===== src/rtl/ea_index_scaler.sv =====
module ea_index_scaler #(
   parameter int W       = 32,
   parameter int SCALE_W = 2
) (
   input  logic [W-1:0]       idx,
   input  logic               present,
   input  logic [SCALE_W-1:0] scale,
   output logic [W-1:0]       term
);
   localparam int MAX_SHIFT = (1 << SCALE_W) - 1;

   generate
      if (MAX_SHIFT >= W) begin : g_bad
         $error("scale range exceeds index width");
      end
   endgenerate

   always_comb begin
      term = present ? (idx << scale) : '0;
   end
endmodule


===== src/rtl/ea_offset_adder.sv =====
module ea_offset_adder #(
   parameter int WIDE_W   = 32,
   parameter int NARROW_W = 16,
   parameter int DISP_W   = 32
) (
   input  logic [WIDE_W-1:0] base,
   input  logic              base_present,
   input  logic [WIDE_W-1:0] idx_term,
   input  logic [DISP_W-1:0] disp,
   input  logic              addr_wide,
   output logic [WIDE_W-1:0] sum
);
   localparam logic [WIDE_W-1:0] NARROW_MASK =
      {{(WIDE_W-NARROW_W){1'b0}}, {NARROW_W{1'b1}}};

   logic [WIDE_W-1:0] disp_ext;
   logic [WIDE_W-1:0] raw;

   generate
      if (DISP_W > WIDE_W) begin : g_bad
         $error("displacement wider than address");
      end else if (DISP_W < WIDE_W) begin : g_sext
         assign disp_ext = {{(WIDE_W-DISP_W){disp[DISP_W-1]}}, disp};
      end else begin : g_same
         assign disp_ext = disp;
      end
   endgenerate

   always_comb begin
      raw = (base_present ? base : '0) + idx_term + disp_ext;
      sum = addr_wide ? raw : (raw & NARROW_MASK);
   end
endmodule


===== src/rtl/ea_result_fit.sv =====
module ea_result_fit #(
   parameter int WIDE_W   = 32,
   parameter int NARROW_W = 16
) (
   input  logic [WIDE_W-1:0] sum,
   input  logic              op_wide,
   output logic [WIDE_W-1:0] fitted
);
   always_comb begin
      fitted = '0;
      if (op_wide) fitted = sum;
      else         fitted[NARROW_W-1:0] = sum[NARROW_W-1:0];
   end
endmodule


===== src/rtl/ea_offset_unit.sv =====
module ea_offset_unit #(
   parameter int WIDE_W   = 32,
   parameter int NARROW_W = 16,
   parameter int DISP_W   = 32,
   parameter int SCALE_W  = 2
) (
   input  logic               clk,
   input  logic               rst_n,
   input  logic               in_valid,
   input  logic [WIDE_W-1:0]  base_val,
   input  logic               base_present,
   input  logic [WIDE_W-1:0]  index_val,
   input  logic               index_present,
   input  logic [SCALE_W-1:0] scale,
   input  logic [DISP_W-1:0]  disp,
   input  logic               src_is_reg,
   input  logic               addr_wide,
   input  logic               op_wide,
   output logic               out_valid,
   output logic [WIDE_W-1:0]  result,
   output logic               wr_en,
   output logic               ud_fault
);
   generate
      if (NARROW_W >= WIDE_W) begin : g_bad_w
         $error("narrow width must be below wide width");
      end
      if (NARROW_W < 1) begin : g_bad_n
         $error("narrow width must be positive");
      end
   endgenerate

   logic [WIDE_W-1:0] idx_term;
   logic [WIDE_W-1:0] sum;
   logic [WIDE_W-1:0] fitted;

   ea_index_scaler #(.W(WIDE_W), .SCALE_W(SCALE_W)) i_scaler (
      .idx(index_val), .present(index_present), .scale(scale), .term(idx_term)
   );

   ea_offset_adder #(.WIDE_W(WIDE_W), .NARROW_W(NARROW_W), .DISP_W(DISP_W)) i_adder (
      .base(base_val), .base_present(base_present), .idx_term(idx_term),
      .disp(disp), .addr_wide(addr_wide), .sum(sum)
   );

   ea_result_fit #(.WIDE_W(WIDE_W), .NARROW_W(NARROW_W)) i_fit (
      .sum(sum), .op_wide(op_wide), .fitted(fitted)
   );

   always_ff @(posedge clk) begin
      if (!rst_n) begin
         out_valid <= 1'b0;
         wr_en     <= 1'b0;
         ud_fault  <= 1'b0;
         result    <= '0;
      end else begin
         out_valid <= in_valid;
         wr_en     <= in_valid && !src_is_reg;
         ud_fault  <= in_valid && src_is_reg;
         result    <= (in_valid && !src_is_reg) ? fitted : '0;
      end
   end


   latency_chk: assert property (@(posedge clk) disable iff (!rst_n)
      in_valid |=> out_valid);

   strobe_excl_chk: assert property (@(posedge clk) disable iff (!rst_n)
      (wr_en || ud_fault) |-> (out_valid && !(wr_en && ud_fault)));

   reg_form_chk: assert property (@(posedge clk) disable iff (!rst_n)
      (in_valid && src_is_reg) |=> (ud_fault && !wr_en && result == '0));

   narrow_upper_chk: assert property (@(posedge clk) disable iff (!rst_n)
      (in_valid && !(addr_wide && op_wide)) |=> (result[WIDE_W-1:NARROW_W] == '0));

   idle_chk: assert property (@(posedge clk) disable iff (!rst_n)
      !in_valid |=> (!out_valid && !wr_en && !ud_fault));
endmodule


===== config.mk =====
export PLATFORM = sky130hd
export DESIGN_NAME = ea_offset_unit
export DESIGN_NICKNAME = d
export VERILOG_FILES = /design/src/rtl/ea_index_scaler.sv /design/src/rtl/ea_offset_adder.sv /design/src/rtl/ea_result_fit.sv /design/src/rtl/ea_offset_unit.sv
export SDC_FILE = /design/constraint.sdc
export NUM_CORES = 1
export LEC_CHECK = 0
export ABC_CLOCK_PERIOD_IN_PS = 3700
export BUFFER_PORTS_ARGS = -buffer_cell sky130_fd_sc_hd__buf_2
export CORE_MARGIN = 8
export CORE_UTILIZATION = 30
export CTS_CLUSTER_DIAMETER = 80
export CTS_CLUSTER_SIZE = 16
export DETAILED_ROUTE_END_ITERATION = 7
export PLACE_DENSITY_LB_ADDON = 0.08
export SYNTH_ARGS = -nofsm -noshare
export SYNTH_HDL_FRONTEND = slang
export SYNTH_SLANG_ARGS = --single-unit

===== constraint.sdc =====
create_clock -name clk -period 3.7 [get_ports clk]
set_input_delay 0.37 -clock clk [delete_from_list [all_inputs] [get_ports clk]]
set_output_delay 0.37 -clock clk [all_outputs]
set_load 0.05 [all_outputs]

==> results of run 1 <==
## kinds of logic after synthesis
family                     Yosys count  synth area share
and+or+nand+nor                    204             0.230
AOI/OAI and AO/OA                  118             0.204
adders and majority gates           62             0.234
buffers and inverters               44            0.0386
muxes                               37            0.0954
DFF                                 35             0.161
xor gates and xnor gates            18            0.0363
## registers in the layout, summed over array words and instances, names as in the netlist
signal	cells
out_valid	1
result	32
ud_fault	1
wr_en	1
## synth_stat cells (5+ instances only)
master and n:
o21ai_0 13, o21a_1 8, nor2_1 31, xor2_1 9, clkbuf_1 18, and2_1 33, o211a_1 7, o21bai_1 7
nor3_1 8, mux2_2 5, a21oi_1 30, and3_1 23, nand3_1 10, mux2i_1 29, dfxtp_1 35, a21o_1 13
ha_1 30, inv_1 19, a211oi_1 5, nand2_1 75, xnor2_1 9, fa_1 32
## path summary, 6_finish.rpt
| kind | start | to | slack [ps] |
|---|---|---|---|
| setup / recovery | scale[0] | result[21] | 170 |
| hold / removal | in_valid | out_valid | 320 |
## per-stage QoR
stage | hold WS [ps] | instances | worst slack, ps
finish | 321 | 892 | 170
detailed placement | 623 | 884 | -84.4
global placement | 603 | 884 | -84.6
CTS | 313 | 892 | 200
floorplan | 515 | 518 | 28.8
global route | 323 | 892 | 38.5
## cell type report
class / count / area (sq um) / share of cell area
clock buffer: 7 / 133 / 0.0227
clock inverter: 1 / 5.00 / 0.000857
inverter: 20 / 75.1 / 0.0129
multi-input combinational: 439 / 3470 / 0.595
sequential: 35 / 701 / 0.120
tap: 184 / 230 / 0.0394
timing repair buffer: 206 / 1220 / 0.209
## routing by layer
layer  global-route usage  routed length [um]
met3               0.0421                1010
met4               0.0354                 163
met2                0.264                6980
met1                0.226                7110
met5                    0                   0
## where the power goes
group | internal (mW) | total, mW | switching, mW
clock network | 0.249 | 0.421 | 0.172
registers | 0.396 | 0.400 | 0.00434
logic | 0.552 | 1.25 | 0.693
total | 1.20 | 2.07 | 0.870
==> summary.txt, run 1 <==
Initial antenna violation count: 0
Yosys top cell area share: 0.161
Design area: 5840 sq um
Post-synth EDFFs: 0
Minimum clock period: 3530 ps
Crit-path max cell delay: 520 ps
Pwr Density: 354 nW/um^2
Total Power: 2.07 mW
Final total negative setup slack: 0 ps
CTS Sinks: 35
Number of gates resized after CTS: 0
Via count: 4,463
Final WL: 15,300 um
Post-route ant nets: 0
Period utilization: 0.954
CTS Buf Count: 5
Cts hold-fix bufs: 0
Crit-path slowest cell: fa_1
Critical Path, Cell by Cell: buf_2, mux2i_1, o21ai_0, and2_1, fa_1, fa_1, a211oi_4, o21ai_2, a211oi_4, a211oi_1, buf_4, a31oi_1, xor2_1, nor2_1
Die width: 136 um
PortBufs: 140
Gr ovfl total: 0
Final nets: 875
Mapped Area: 4340 sq um
Vias per inst: 5.00
Final core utilization: 0.408
Fill cells: 1,485
Clk root buf: clkbuf_16
H-tree depth: 2
Critical path's top delay family: compound AO/OA/AOI/OAI gates
Maximum clock path buffer count: 2
Layout cell share with drive strength beyond 1: 0.331
Routability-driven placement congestion ratio: 0.885
Most common cell after layout, fill and taps aside: buf_2
Initial DRC Count: 316
First-pass GRT wire length: 24,500 um
Final hold vios: 0
Synth Net Count: 686
Postcts setup bufs: 0
Worst-Margin Slew: 385 ps
Crit start category: input port
Ranking of synthesized cells by area: dfxtp_1 16%, fa_1 15%, ha_1 8.6%, mux2i_1 6.7%, nand2_1 6.5%
Drt wl/cell: 17.1 um
Post-DP Area: 5700 sq um
Final setup fails: 0
Core Rows: 44
P&R area growth vs syn: 34.5%
Worst hold path class: input port to flip-flop
CTS tree: done
Hold depth: 2
Max_slew headroom: 0.736
Status: complete, no violations
Vias in the first global route: 4,701
Most frequent cells in the layout: 140 x buf_2, 75 x nand2_1, 64 x buf_4
Core area: 14,300 sq um
WP buf/inv: 2
Cells after Synth: 518
Netlist cell types: 58
Die height: 136 um
Leakage: 3.00 nW
Final number of max-transition violations: 0
Worst path depth: 14
CTS clock-pin slew for the worst setup and hold paths: 60 ps
First drt pass iteration count: 5
Largest net degree at the start of global routing: 20
Synth Register Bits: 35
Post-synth ARST share: 0
Arrival time worst endpoint: 3700 ps
# diodes: 0
Ys Warns: 0
CP Class: input port to flip-flop
CP Max Fanout: 5
# IOs: 141
Setup crit end kind: flip-flop
Die area: 18,600 sq um
Drt drc: 0
Top_reg_cell synth: dfxtp_1
RSZ-0062 raised after global routing: no
CP required: 3870 ps
Dpl hpwl: 13,000 um
Synth Area per Inst: 8.38 sq um
Initial Util: 0.303
Sequential share of the synthesized area: 0.161
Maximum vdd drop: 0.146 mV
Yosys top cell by area: dfxtp_1
Fmax achieved: 0.283 GHz
Max capacitance violation total: 0
GRT Util Overall: 0.168
Power figures use the tool's default switching activity.
==> run 2, diff against run 1 <==
--- a/config.mk
+++ b/config.mk
@@ -5,6 +5,7 @@
 export SDC_FILE = /design/constraint.sdc
 export NUM_CORES = 1
 export LEC_CHECK = 0
+export ABC_AREA = 1
 export ABC_CLOCK_PERIOD_IN_PS = 3700
 export BUFFER_PORTS_ARGS = -buffer_cell sky130_fd_sc_hd__buf_2
 export CORE_MARGIN = 8
==> run 2 against run 1 <==
  * Highest routed layer unchanged
  * Total power down 5.2%
  * First-iteration DRC count decreased by 12%
  * Maximum frequency is 17% higher
  * Synthesized cell count is 44% higher
  * Non-clock buffer count fell by 60
  * Wire length up 2.0%
  * Sequential power about the same
  * Sequential cell count unchanged
  * Critical path depth grew 1
  * Sequential share of layout area up 0.21 points
==> summary.txt, run 2 <==
Via count: 4,812
Largest register by flop count: result
Clk pwr share: 0.252
Final nets: 1,055
Crit-path slowest cell: fa_1
Vias per inst: 4.47
Internal power: 1.07 mW
Drt drc: 0
Period utilization: 0.816
Maximum vdd drop: 0.171 mV
Gr ovfl total: 0
Final setup fails: 0
Comb pwr share: 0.545
First drt pass iteration count: 5
Max reg flops: 32
Layout cell share with drive strength beyond 1: 0.198
Initial antenna violation count: 0
Final hold vios: 0
CTS clock-pin slew for the worst setup and hold paths: 60 ps
Final WL: 15,600 um
Number of gates resized after CTS: 0
Worst hold path class: input port to flip-flop
Final total negative setup slack: 0 ps
Cells after Synth: 747
Largest net degree at the start of global routing: 29
Ys Warns: 0
CP required: 3880 ps
Status: complete, no violations
Initial Util: 0.306
Top post-synthesis cells by count: 253 x nand2_1, 145 x inv_1, 66 x nor2_1
Die height: 140 um
Crit start category: input port
Fmax achieved: 0.331 GHz
Core area: 15,100 sq um
CTS Buf Count: 5
Fill cells: 1,706
Hold depth: 3
Final core utilization: 0.379
GRT Util Overall: 0.161
Worst-Margin Slew: 503 ps
H-tree depth: 2
Yosys top cell area share: 0.205
PortBufs: 140
Critical Path, Cell by Cell: buf_2, buf_12, mux2i_1, o22ai_1, fa_1, ha_1, nand2_1, nor2_1, nand2_1, inv_1, nand3_1, nand3_1, nand2_1, inv_1, nor2_1
Max capacitance violation total: 0
Worst hold start: src_is_reg
Sequential power share: 0.203
Postcts setup bufs: 0
Arrival time worst endpoint: 3200 ps
Max_slew headroom: 0.664
Yosys top cell by area: nand2_1
Crit. Startpoint: scale[0]
Sw power: 884 uW
Crit-path max cell delay: 470 ps
Crit path top cell by count: nand2_1
Die width: 140 um
First-pass GRT wire length: 25,300 um
Most common cell after layout, fill and taps aside: nand2_1
Synth Net Count: 915
Sequential share of the synthesized area: 0.151
Post-synth ARST share: 0
CTS Sinks: 35
Dpl hpwl: 13,700 um
Leakage: 3.53 nW
Maximum clock path buffer count: 2
Initial DRC Count: 277
Synth Area per Inst: 6.20 sq um
Core Rows: 45
CTS tree: done
Worst-case hold slack: 316 ps
P&R area growth vs syn: 23.9%
Leading cell type by number of instances after synthesis: nand2_1
# IOs: 141
Cts hold-fix bufs: 0
# diodes: 0
Setup crit end kind: flip-flop
CP Max Fanout: 19
Minimum clock period: 3020 ps
CP Class: input port to flip-flop
Most frequent cells in the layout: 253 x nand2_1, 145 x inv_1, 140 x buf_2
Ranking of synthesized cells by area: nand2_1 21%, dfxtp_1 15%, fa_1 14%, inv_1 12%, ha_1 8.1%
Pwr Density: 342 nW/um^2
Netlist cell types: 28
Clk root buf: clkbuf_16
Routability-driven placement congestion ratio: 0.850
Die area: 19,700 sq um
Worst Hold End: ud_fault
RSZ-0062 raised after global routing: no
Post-route ant nets: 0
Drt wl/cell: 14.5 um
Synth Register Bits: 35
Net Sw Frac: 0.451
Vias in the first global route: 4,971
Mapped Area: 4630 sq um
Top_reg_cell synth: dfxtp_1
Final number of max-transition violations: 0
Post-synth EDFFs: 0
[run 2: through the flow]
step                power, mW  setup slack [ps]  instances  cell area [sq um]
floorplan                1.16               835        747               4630
global placement         1.49               327       1068               5570
detailed placement       1.49               389       1068               5570
CTS                      2.00               685       1076               5740
global route             2.15               380       1076               5740
finish                   1.96               682       1076               5740
[run 2: critical path: cells and delay by family]
family / cells / cell delay (ps)
multiplexers: 1 / 260
AO/OA/AOI/OAI: 1 / 130
adder cells (fa/ha/maj): 2 / 900
buffers and inverters: 4 / 760
AND/OR/NAND/NOR: 7 / 780
[run 2: per-layer routing]
layer  GRT usage  share of wire
met5           0              0
met4      0.0194         0.0063
met3      0.0272          0.045
met2       0.313           0.52
met1       0.184           0.43
[run 2: area by class of cell]
type                    instances  area, sq um  area share
flip-flops and latches         35          701       0.122
well taps                     188          235      0.0410
clock buffers                   5          125      0.0218
repair buffers                146          758       0.132
inverters                     146          548      0.0955
multi-input cells             553         3330       0.580
clock inverters                 3         43.8     0.00763
[run 2: worst max-delay path by stage]
stage	end	slack, ps	cells after the start
final	result[24]	680	15
after global routing	result[15]	380	15
after CTS	result[27]	690	15
after detailed placement	result[27]	390	15
after global placement	result[26]	330	15
after floorplan	result[29]	840	17
[run 2: power by group through the flow]
| stage | combinational (mW) | clock [mW] | sequential [mW] |
|---|---|---|---|
| 2_1_floorplan | 0.694 | 0 | 0.466 |
| 3_3_place_gp | 1.08 | 0 | 0.406 |
| 3_5_place_dp | 1.08 | 0 | 0.406 |
| 4_1_cts | 1.09 | 0.510 | 0.397 |
| 5_1_grt | 1.23 | 0.523 | 0.399 |
| 6_report | 1.07 | 0.494 | 0.397 |
[run 2: logic make-up (layout without fill, tap and decap cells)]
| family | Yosys count | count (layout) | share of synthesized area |
|---|---|---|---|
| and+or+nand+nor | 373 | 373 | 0.327 |
| buffers and inverters | 159 | 300 | 0.131 |
| AOI/OAI and AO/OA | 87 | 87 | 0.105 |
| adders and majority gates | 62 | 62 | 0.219 |
| DFF | 35 | 35 | 0.151 |
| muxes | 27 | 27 | 0.0583 |
| xor gates and xnor gates | 4 | 4 | 0.00756 |
